==> src/rtl/bl_smb_pkg.sv <==
package bl_smb_pkg;

  localparam logic [6:0] SLV_ADDR = 7'h2C;
  localparam logic [7:0] ID_BYTE  = 8'hB0;

  localparam logic [7:0] CMD_BRI  = 8'h00;
  localparam logic [7:0] CMD_CTL  = 8'h01;
  localparam logic [7:0] CMD_STAT = 8'h02;
  localparam logic [7:0] CMD_ID   = 8'h03;

  typedef enum logic [2:0] {
    LK_IDLE,
    LK_RX,
    LK_ACK,
    LK_TX,
    LK_MACK,
    LK_SKIP
  } lk_state_t;

  typedef enum logic [1:0] {
    RX_ADDR,
    RX_CMD,
    RX_DATA
  } rx_kind_t;

  function automatic logic addr_hit(input logic [7:0] b);
    return b[7:1] == SLV_ADDR;
  endfunction

  function automatic logic [7:0] status_byte(input logic thm, input logic ocp,
                                             input logic lit, input logic one_off,
                                             input logic two_off);
    logic any;
    any = thm | ocp | one_off | two_off;
    return {2'b00, two_off, one_off, lit, ocp, thm, any};
  endfunction

endpackage

==> src/rtl/bl_smb_sync.sv <==
module bl_smb_sync #(
  parameter int STAGES = 2
) (
  input  logic clk,
  input  logic rst_n,
  input  logic scl_in,
  input  logic sda_in,
  output logic scl_s,
  output logic sda_s,
  output logic scl_rise,
  output logic scl_fall,
  output logic start_det,
  output logic stop_det
);

  logic [STAGES-1:0] scl_p, sda_p;
  logic scl_d, sda_d;

  always_ff @(posedge clk or negedge rst_n) begin
    if (!rst_n) begin
      scl_p <= '1;
      sda_p <= '1;
      scl_d <= 1'b1;
      sda_d <= 1'b1;
    end else begin
      scl_p <= {scl_p[STAGES-2:0], scl_in};
      sda_p <= {sda_p[STAGES-2:0], sda_in};
      scl_d <= scl_p[STAGES-1];
      sda_d <= sda_p[STAGES-1];
    end
  end

  assign scl_s     = scl_p[STAGES-1];
  assign sda_s     = sda_p[STAGES-1];
  assign scl_rise  = scl_s & ~scl_d;
  assign scl_fall  = ~scl_s & scl_d;
  assign start_det = scl_s & scl_d & sda_d & ~sda_s;
  assign stop_det  = scl_s & scl_d & ~sda_d & sda_s;

endmodule

==> src/rtl/bl_smb_link.sv <==
module bl_smb_link
  import bl_smb_pkg::*;
(
  input  logic       clk,
  input  logic       rst_n,
  input  logic       sda_s,
  input  logic       scl_rise,
  input  logic       scl_fall,
  input  logic       start_det,
  input  logic       stop_det,
  input  logic [7:0] rd_data,
  output logic [7:0] rd_addr,
  output logic       wr_stb,
  output logic [7:0] wr_addr,
  output logic [7:0] wr_data,
  output logic       sda_oe
);

  lk_state_t  st;
  rx_kind_t   kind;
  logic [7:0] sh;
  logic [3:0] cnt;
  logic [7:0] cmd;
  logic       reading;

  always_ff @(posedge clk or negedge rst_n) begin
    if (!rst_n) begin
      st      <= LK_IDLE;
      kind    <= RX_ADDR;
      sh      <= '0;
      cnt     <= '0;
      cmd     <= '0;
      reading <= 1'b0;
      wr_stb  <= 1'b0;
      wr_data <= '0;
      sda_oe  <= 1'b0;
    end else begin
      wr_stb <= 1'b0;
      if (start_det) begin
        st     <= LK_RX;
        kind   <= RX_ADDR;
        cnt    <= '0;
        sda_oe <= 1'b0;
      end else if (stop_det) begin
        st     <= LK_IDLE;
        sda_oe <= 1'b0;
      end else begin
        case (st)
          LK_RX: begin
            if (scl_rise) begin
              sh  <= {sh[6:0], sda_s};
              cnt <= cnt + 4'd1;
            end else if (scl_fall && cnt == 4'd8) begin
              cnt <= '0;
              case (kind)
                RX_ADDR: begin
                  if (addr_hit(sh)) begin
                    sda_oe  <= 1'b1;
                    reading <= sh[0];
                    st      <= LK_ACK;
                  end else begin
                    st <= LK_SKIP;
                  end
                end
                RX_CMD: begin
                  sda_oe <= 1'b1;
                  cmd    <= sh;
                  st     <= LK_ACK;
                end
                default: begin
                  sda_oe  <= 1'b1;
                  wr_stb  <= 1'b1;
                  wr_data <= sh;
                  st      <= LK_ACK;
                end
              endcase
            end
          end
          LK_ACK: begin
            if (scl_fall) begin
              cnt <= '0;
              if (kind == RX_ADDR && reading) begin
                sh     <= rd_data;
                sda_oe <= ~rd_data[7];
                st     <= LK_TX;
              end else begin
                sda_oe <= 1'b0;
                case (kind)
                  RX_ADDR: begin kind <= RX_CMD;  st <= LK_RX; end
                  RX_CMD:  begin kind <= RX_DATA; st <= LK_RX; end
                  default: st <= LK_SKIP;
                endcase
              end
            end
          end
          LK_TX: begin
            if (scl_rise) begin
              cnt <= cnt + 4'd1;
            end else if (scl_fall) begin
              if (cnt == 4'd8) begin
                sda_oe <= 1'b0;
                st     <= LK_MACK;
              end else begin
                sda_oe <= ~sh[6];
                sh     <= {sh[6:0], 1'b0};
              end
            end
          end
          LK_MACK: begin
            if (scl_fall) st <= LK_SKIP;
          end
          default: ;
        endcase
      end
    end
  end

  assign rd_addr = cmd;
  assign wr_addr = cmd;

endmodule

==> src/rtl/bl_smb_regfile.sv <==
module bl_smb_regfile
  import bl_smb_pkg::*;
#(
  parameter int NSTR = 8
) (
  input  logic            clk,
  input  logic            rst_n,
  input  logic            wr_stb,
  input  logic [7:0]      wr_addr,
  input  logic [7:0]      wr_data,
  input  logic [7:0]      rd_addr,
  input  logic            flt_thermal,
  input  logic            flt_ocp,
  input  logic            bl_lit,
  input  logic [NSTR-1:0] str_off,
  output logic [7:0]      rd_data,
  output logic [7:0]      status_q,
  output logic            bri_wr_ok,
  output logic [7:0]      brightness,
  output logic            bl_on,
  output logic            pwm_sel,
  output logic            pwm_md
);

  localparam int CW = $clog2(NSTR + 1);

  logic [2:0]    ctl;
  logic [CW-1:0] off_cnt;

  always_comb begin
    off_cnt = '0;
    for (int i = 0; i < NSTR; i++) off_cnt = off_cnt + CW'(str_off[i]);
  end

  assign status_q  = status_byte(flt_thermal, flt_ocp, bl_lit,
                                 off_cnt != '0, off_cnt > CW'(1));
  assign bri_wr_ok = wr_stb && wr_addr == CMD_BRI && !ctl[1];

  always_ff @(posedge clk or negedge rst_n) begin
    if (!rst_n) begin
      brightness <= 8'hFF;
      ctl        <= '0;
    end else begin
      if (bri_wr_ok) brightness <= wr_data;
      if (wr_stb && wr_addr == CMD_CTL) ctl <= wr_data[2:0];
    end
  end

  always_comb begin
    case (rd_addr)
      CMD_BRI:  rd_data = brightness;
      CMD_CTL:  rd_data = {5'b00000, ctl};
      CMD_STAT: rd_data = status_q;
      CMD_ID:   rd_data = ID_BYTE;
      default:  rd_data = 8'h00;
    endcase
  end

  assign bl_on   = ctl[0];
  assign pwm_sel = ctl[1];
  assign pwm_md  = ctl[2];

endmodule

==> src/rtl/bl_smbus_regs.sv <==
module bl_smbus_regs
  import bl_smb_pkg::*;
#(
  parameter int NSTR        = 8,
  parameter int SYNC_STAGES = 2
) (
  input  logic            clk,
  input  logic            rst_n,
  input  logic            scl_in,
  input  logic            sda_in,
  output logic            sda_oe,
  input  logic            flt_thermal,
  input  logic            flt_ocp,
  input  logic            bl_lit,
  input  logic [NSTR-1:0] str_off,
  output logic [7:0]      brightness,
  output logic            bl_on,
  output logic            pwm_sel,
  output logic            pwm_md
);

  logic       scl_s, sda_s, scl_rise, scl_fall, start_det, stop_det;
  logic [7:0] rd_addr, rd_data, wr_addr, wr_data, status_q;
  logic       wr_stb, bri_wr_ok;

  bl_smb_sync #(.STAGES(SYNC_STAGES)) i_sync (
    .clk(clk), .rst_n(rst_n), .scl_in(scl_in), .sda_in(sda_in),
    .scl_s(scl_s), .sda_s(sda_s), .scl_rise(scl_rise), .scl_fall(scl_fall),
    .start_det(start_det), .stop_det(stop_det)
  );

  bl_smb_link i_link (
    .clk(clk), .rst_n(rst_n), .sda_s(sda_s), .scl_rise(scl_rise),
    .scl_fall(scl_fall), .start_det(start_det), .stop_det(stop_det),
    .rd_data(rd_data), .rd_addr(rd_addr), .wr_stb(wr_stb),
    .wr_addr(wr_addr), .wr_data(wr_data), .sda_oe(sda_oe)
  );

  bl_smb_regfile #(.NSTR(NSTR)) i_regs (
    .clk(clk), .rst_n(rst_n), .wr_stb(wr_stb), .wr_addr(wr_addr),
    .wr_data(wr_data), .rd_addr(rd_addr), .flt_thermal(flt_thermal),
    .flt_ocp(flt_ocp), .bl_lit(bl_lit), .str_off(str_off),
    .rd_data(rd_data), .status_q(status_q), .bri_wr_ok(bri_wr_ok),
    .brightness(brightness), .bl_on(bl_on), .pwm_sel(pwm_sel), .pwm_md(pwm_md)
  );

endmodule

==> config.mk <==
export PLATFORM = sky130hd
export DESIGN_NAME = bl_smbus_regs
export DESIGN_NICKNAME = d
export VERILOG_FILES = /design/src/rtl/bl_smb_pkg.sv /design/src/rtl/bl_smb_sync.sv /design/src/rtl/bl_smb_link.sv /design/src/rtl/bl_smb_regfile.sv /design/src/rtl/bl_smbus_regs.sv
export SDC_FILE = /design/constraint.sdc
export NUM_CORES = 1
export LEC_CHECK = 0
export ABC_AREA = 1
export BUFFER_PORTS_ARGS = -buffer_cell sky130_fd_sc_hd__buf_2
export CAP_MARGIN = 15
export CORE_UTILIZATION = 25
export DETAILED_ROUTE_END_ITERATION = 10
export SLEW_MARGIN = 20
export SYNTH_ARGS = -nofsm -noshare
export SYNTH_HDL_FRONTEND = slang
export SYNTH_SLANG_ARGS = --single-unit
==> constraint.sdc <==
create_clock -name clk -period 1.45 [get_ports clk]
set_input_delay 0.2175 -clock clk [delete_from_list [all_inputs] [get_ports clk]]
set_output_delay 0.2175 -clock clk [all_outputs]
set_load 0.005 [all_outputs]
# Word level (Yosys, flattened, before mapping)
# Index checks and enable logic that the tools add are counted.
# totals
ff_bits	53
latchBits	0
mem_bits_rw	0
rom_bits	0
in_bits	15
output_inout_bits	12
elab_cells	151
memories	0
# classes
addsub	8
mul	0
div	0
order_cmp	1
eq_ne	29
n_shift	0
muxes	53
bitwise_logic	20
reduce_logical	25
# ops
op	count
2-to-1 mux 8 bit	6
2-to-1 mux 3 bit	13
one-hot mux 8 bit (4 select lines)	1
adder 4 x 1 -> 4 bit	6
2-to-1 mux 4 bit	6
inequality test 4 x 1 -> 1 bit, second input constant	6
one-hot mux 8 bit (3 select lines)	1
2-to-1 mux 1 bit	17
== test 8 x 2 -> 1 bit, second input constant	2
AND reduction 7 bit	2
inequality test 2 x 1 -> 1 bit, second input constant	6
one-hot mux 3 bit (4 select lines)	1
one-hot mux 4 bit (3 select lines)	1
AND reduction 6 bit	2
2-to-1 mux 2 bit	5
inverter 1 bit	10
AND reduction 5 bit	2
AND reduction 9 bit	1
== test 8 x 1 -> 1 bit, second input constant	1
zero test 8 bit	1
inequality test 4 bit, second input constant	2
AND reduction 8 bit	1
nonzero test 4 bit	2
bitwise AND 1 bit	7
23 further kinds	34

# Depth between registers and ports, before layout
# logic_depth
word_depth	17
ltp_mapped	16
depth_no_buf	16

# Cells and area by module
# A second synthesis with hierarchy kept.
# unflattened
cells_unflattened	418
hier_area_um2	3226.8
# by_module_without_submodules
mod	n_inst	cells_per_inst	area_per_inst_um2
bl_smb_link	1	267	2065.7
bl_smb_regfile	1	134	962.2
bl_smb_sync	1	17	198.9

# Worst setup path before layout
# No wires, ideal clock.
# synth_path
path_kind	input to register
start	input str_off[0]
end	register i_link.sh[4]
setup_ps	73
arrival_ps	2797
required_time_ps	1377
path_slack_ps	-1420
path_stages	15
path_buffers	0
cell_sequence	ha_1 > inv_1 > fa_1 > fa_1 > inv_1 > fa_1 > inv_1 > fa_1 > inv_1 > nor2_1 > nand4_1 > nand2_1 > nand3_1 > nand2_1 > a21oi_2
# synth_via
elab_chain_len	12
# synth_rtl
element	line	source
from (decl)	bl_smbus_regs.sv:15	input logic [NSTR-1:0] str_off,
adder 1 x 1 -> 2 bit	bl_smb_regfile.sv:32	for (int i = 0; i < NSTR; i++) off_cnt = off_cnt + CW'(str_off[i]);
adder 4 x 1 -> 4 bit (6 in a row)	bl_smb_regfile.sv:32	
nonzero test 4 bit	bl_smb_regfile.sv:36	off_cnt != '0, off_cnt > CW'(1));
one-hot mux 8 bit (4 select lines)	bl_smb_regfile.sv:50	case (rd_addr)
2-to-1 mux 8 bit	bl_smb_link.sv:82	if (kind == RX_ADDR && reading) begin
2-to-1 mux 8 bit	bl_smb_link.sv:80	if (scl_fall) begin
one-hot mux 8 bit (3 select lines)	bl_smb_link.sv:48	case (st)
to (signal assigned)	bl_smb_link.sv:51	sh <= {sh[6:0], sda_s};
to (signal assigned)	bl_smb_link.sv:83	sh <= rd_data;
to (signal assigned)	bl_smb_link.sv:105	sh <= {sh[6:0], 1'b0};
to (decl)	bl_smb_link.sv:21	logic [7:0] sh;
# No other way between the ends. The select of a mux whose other input is x is not followed.
# A chain may end at the register's enable or synchronous reset.

# Worst setup path after layout
# layout_path
start	input str_off[0]
end	register i_link.sh[0]
# layout_via
elab_chain_len	14
elab_cells_between_ends	15
cone_classes	add/sub: 7; order compare: 1; mux: 4; bitwise: 2; reduce/logical: 1
# layout_rtl
element	line	source
adder 1 x 1 -> 2 bit (*)	bl_smb_regfile.sv:32	
adder 4 x 1 -> 4 bit (*) (6 in a row)	bl_smb_regfile.sv:32	
branches (longest 2 deep; another with > comparator 4 x 1 -> 1 bit)	-	
OR 1 bit (*)	bl_smb_pkg.sv:34	any = thm | ocp | one_off | two_off;
one-hot mux 8 bit (4 select lines) (*)	bl_smb_regfile.sv:50	
2-to-1 mux 8 bit (*)	bl_smb_link.sv:82	
2-to-1 mux 8 bit (*)	bl_smb_link.sv:80	
one-hot mux 8 bit (3 select lines) (*)	bl_smb_link.sv:48	
# Every way passes the cells marked *. The select of a mux whose other input is x is not followed.

==> results.md <==
* Failing checks: DRC, setup timing
* Crit path required time at 1630 ps
* Max Cap Viol at 0
* Final hold violation count at 0
* IO Pins at 27
* Setup ws final at -1290 ps
* Clock slew at reported path FFs at 70 ps
* Root Driver: clkbuf_16
* Net switching power at 1770 uW
* Largest net degree at the start of global routing at 54
* Htree depth at 2
* DR vias/cell at 4.45
* Worst slew margin at 62.6%
* CP arrival at 2920 ps
* XOR/XNOR Fraction of Synth Area at 0.582%
* CTS Buf Count at 5
* Core Box Area at 0.0116 mm^2
* Main combinational cell family by area after synthesis: simple AND/OR/NAND/NOR gates
* Die X at 112 um
* CTS Sinks at 53
* Unrepaired setup endpoints after global routing: true
* Mapped cell area at 0.00301 mm^2
* CTS Buffer Depth at 2
* Clock Skews at 7.99 ps
* Drt wl/cell at 12.8 um
* Synth Area in Adders at 4.74%
* Cell area after layout at 0.00459 mm^2
* Power density over the cells at 1170 mW/mm^2
* Seq cells post-synth at 53
* Die area at 0.0125 mm^2
* Pins Over Slew Limit at 0
* Fmax at 365 MHz
* Fin crit share at 189%
* Layout cells sized above 1 at 49.7%
* Vias in the first global route at 2,791
* Routed WL at 7.91 mm
* Static Leak at 0.00222 uW
* Via Count at 2,741
* Post-DP HPWL at 5.36 mm
* Status: finished, violations left
* TritonCTS clock tree: done
* Worst-skew pair later-pin latency at 290 ps
* Multiplexer share of the synthesized area at 1.87%
* First-pass DRT Iterations at 7
* DP Area at 0.00371 mm^2
* Die Span Y at 112 um
* Starting density of the core at 26.0%
* Main flop type after synthesis: dfrtp_1
* VDD IR max at 0.000456 V
* ANT cells at 0
* Net Sw Frac at 33.1%
* Syn-to-layout area delta at 52.5%
* Util after Layout at 39.7%
* Worst setup EP type: flop
* Simple-gate area share of the yosys netlist at 28.3%
* Kind of critical path: in -> reg
* Startpoint Class: input pin
* Setup violators final at 34
* Total gr overflow at 0
* All-Layer GR Usage at 12.9%
* Biggest area consumer among synthesized cells: dfrtp_1
* Combinational fraction of design power at 38.0%
* EDFF count, synth at 0
* Clock share of power at 28.7%
* Rows at 39
* Sequential fraction of the synthesis area at 44.6%
* Syn Inst Count at 369
* Power Total at 5370 uW
* Warnings, synthesis at 0
* Number of distinct library cells after synthesis at 34
* Worst-Margin Slew at 560 ps
* Total internal power at 3590 uW
* GP Congestion at 0.830
* Antenna violations before repair at 0
* ANT nets after route at 0
* Final #Nets at 496
* Pre-CTS WS at -1670 ps
* First-pass GRT wire length at 13.0 mm
* CP max FO at 2
* Fillers at 1,085
* Synth top area share at 32.4%
* Tmin final at 2740 ps
* Compound-Gate Fraction of Synth Area at 11.0%
* Port bufs at 26
* Syn avg cell area at 8.16 um^2
* Sequential Power Share at 33.4%
* Post-route DRC at 3
* Ys async rst share at 100%
* Syn Nets at 393
* Synth top area cells: dfrtp_1 32%, nand2_1 12%, dfstp_2 12%, inv_1 7.0%, nand3_1 3.7%
* Worst hold path class: in -> reg
* DR iter-0 viols at 111
-- worst paths after layout --
| path | start | endpoint | slack, ps | cells past startpoint |
|---|---|---|---|---|
| worst min register to register | i_sync.scl_p[0]$_DFF_PN1_ | i_sync.scl_p[1]$_DFF_PN1_ | 360 | 0 |
| min in group asynchronous | rst_n | i_link.st[0]$_DFFE_PN0P_ | 430 | 3 |
| worst max register to register | i_sync.scl_d$_DFF_PN1_ | i_link.cnt[1]$_DFFE_PN0P_ | -170 | 9 |
| worst min-delay path | sda_in | i_sync.sda_p[0]$_DFF_PN1_ | 20 | 1 |
| worst max-delay path | str_off[0] | i_link.sh[0]$_DFFE_PN0P_ | -1290 | 16 |
| max in group asynchronous | rst_n | i_regs.brightness[4]$_DFFE_PN1P_ | 700 | 3 |
-- Yosys cell counts (all sizes together) (3+ instances only) --
cell type	n
a21oi	7
buf	4
dfrtp	39
dfstp	14
fa	4
ha	5
inv	60
mux2	5
nand2	106
nand3	23
nand4	4
nor2	37
nor3	11
o211ai	3
o21ai	41
-- cell type report --
cell class | count | area [um^2] | area share (%)
multi-input cells | 253 | 1830 | 39.8
flip-flops and latches | 53 | 1350 | 29.3
repair buffers | 99 | 813 | 17.7
inverters | 60 | 233 | 5.07
well taps | 143 | 179 | 3.90
clock buffers | 5 | 125 | 2.72
clock inverters | 3 | 68.8 | 1.50
-- critical path, stage by stage --
cell and delay (ps):
buf_6 90, ha_4 250, inv_2 30, fa_1 530
fa_1 430, inv_2 70, fa_2 200, inv_2 40
fa_1 560, inv_1 40, nor2_1 90, nand4_1 80
nand2_1 110, nand2_1 60, nand2_1 70, a21oi_2 50
-- cells by family (layout without fill, tap and decap cells) --
| kind of cell | count (synthesis) | count (layout) |
|---|---|---|
| compound gates | 53 | 53 |
| xor+xnor | 2 | 2 |
| fa+ha+maj | 9 | 9 |
| buf+inv | 64 | 167 |
| flops | 53 | 53 |
| mux | 5 | 5 |
| simple gates | 183 | 184 |
-- per-layer routing --
metal  GRT usage (%)  share of wire (%)  up-vias
met5               0                  0        -
met4            4.68                2.1        0
met3            2.67                3.3       13
met2            22.5                 50       41
met1            15.6                 44     1312
li1                -                  -     1375
-- stage by stage --
stage / hold slack, ps / cells / setup TNS [ps]
after floorplan: -78.1 / 369 / -4030
after global placement: 233 / 582 / -7240
after detailed placement: 234 / 582 / -8220
after CTS: 11.7 / 613 / -6630
after global routing: 12.1 / 616 / -8960
final: 20.3 / 616 / -6460
-- what timing repair did --
| action | in CTS | in global routing |
|---|---|---|
| buffers inserted | 19 | 5 |
| hold buffers | 1 | 0 |
| gates cloned | 3 | 0 |
| pin swaps | 34 | 24 |
| endpoints found under the hold margin | 39 | 0 |
| setup endpoints to repair | 38 | 38 |
| gates resized for setup | 70 | 54 |
-- power groups by stage --
| stage | logic, uW | registers, uW | clock network (uW) |
|---|---|---|---|
| finish | 2040 | 1790 | 1540 |
| floorplan | 923 | 1810 | 0 |
| global route | 2230 | 1810 | 1640 |
| CTS | 1830 | 1790 | 1580 |
| detailed placement | 1550 | 1800 | 0 |
| global placement | 1520 | 1800 | 0 |
-- layout by cell type (no fill, tap or decap), types with 2 or more instances in the layout --
master     instances
xor2_1             2
nand3b_4           2
dfstp_2           14
nand2_2            9
ha_1               3
bufinv_16          2
nand2_4           19
nor2_2             8
nand3_2            5
inv_1             46
nand3_4            2
nand2_1           77
o21ai_1            9
buf_4             56
buf_6             12
o21ai_4            3
nand2_8            2
o21ai_2           17
buf_12             5
fa_1               3
nor3_2             3
mux2_2             5
nor2_4            11
a21oi_2            6
clkbuf_16          5
nand3_1           16
nor3_1             6
inv_6              2
nor3_4             2
o21ai_0           12
nor2_1            18
ha_4               2
inv_2             12
nand4_1            4
buf_2             24
dfrtp_1           38
-- flip-flops by register name, summed over array words and instances, names as in the netlist --
name               cells
i_link.wr_data         8
i_link.cnt             4
i_sync.sda_d           1
i_regs.brightness      8
i_regs.ctl             3
i_link.kind            2
i_link.wr_stb          1
i_link.sda_oe          1
i_link.sh              8
i_sync.scl_p           2
i_link.st              3
i_sync.sda_p           2
i_sync.scl_d           1
i_link.reading         1
i_link.rd_addr         8
(Power assumes the default switching activity.)
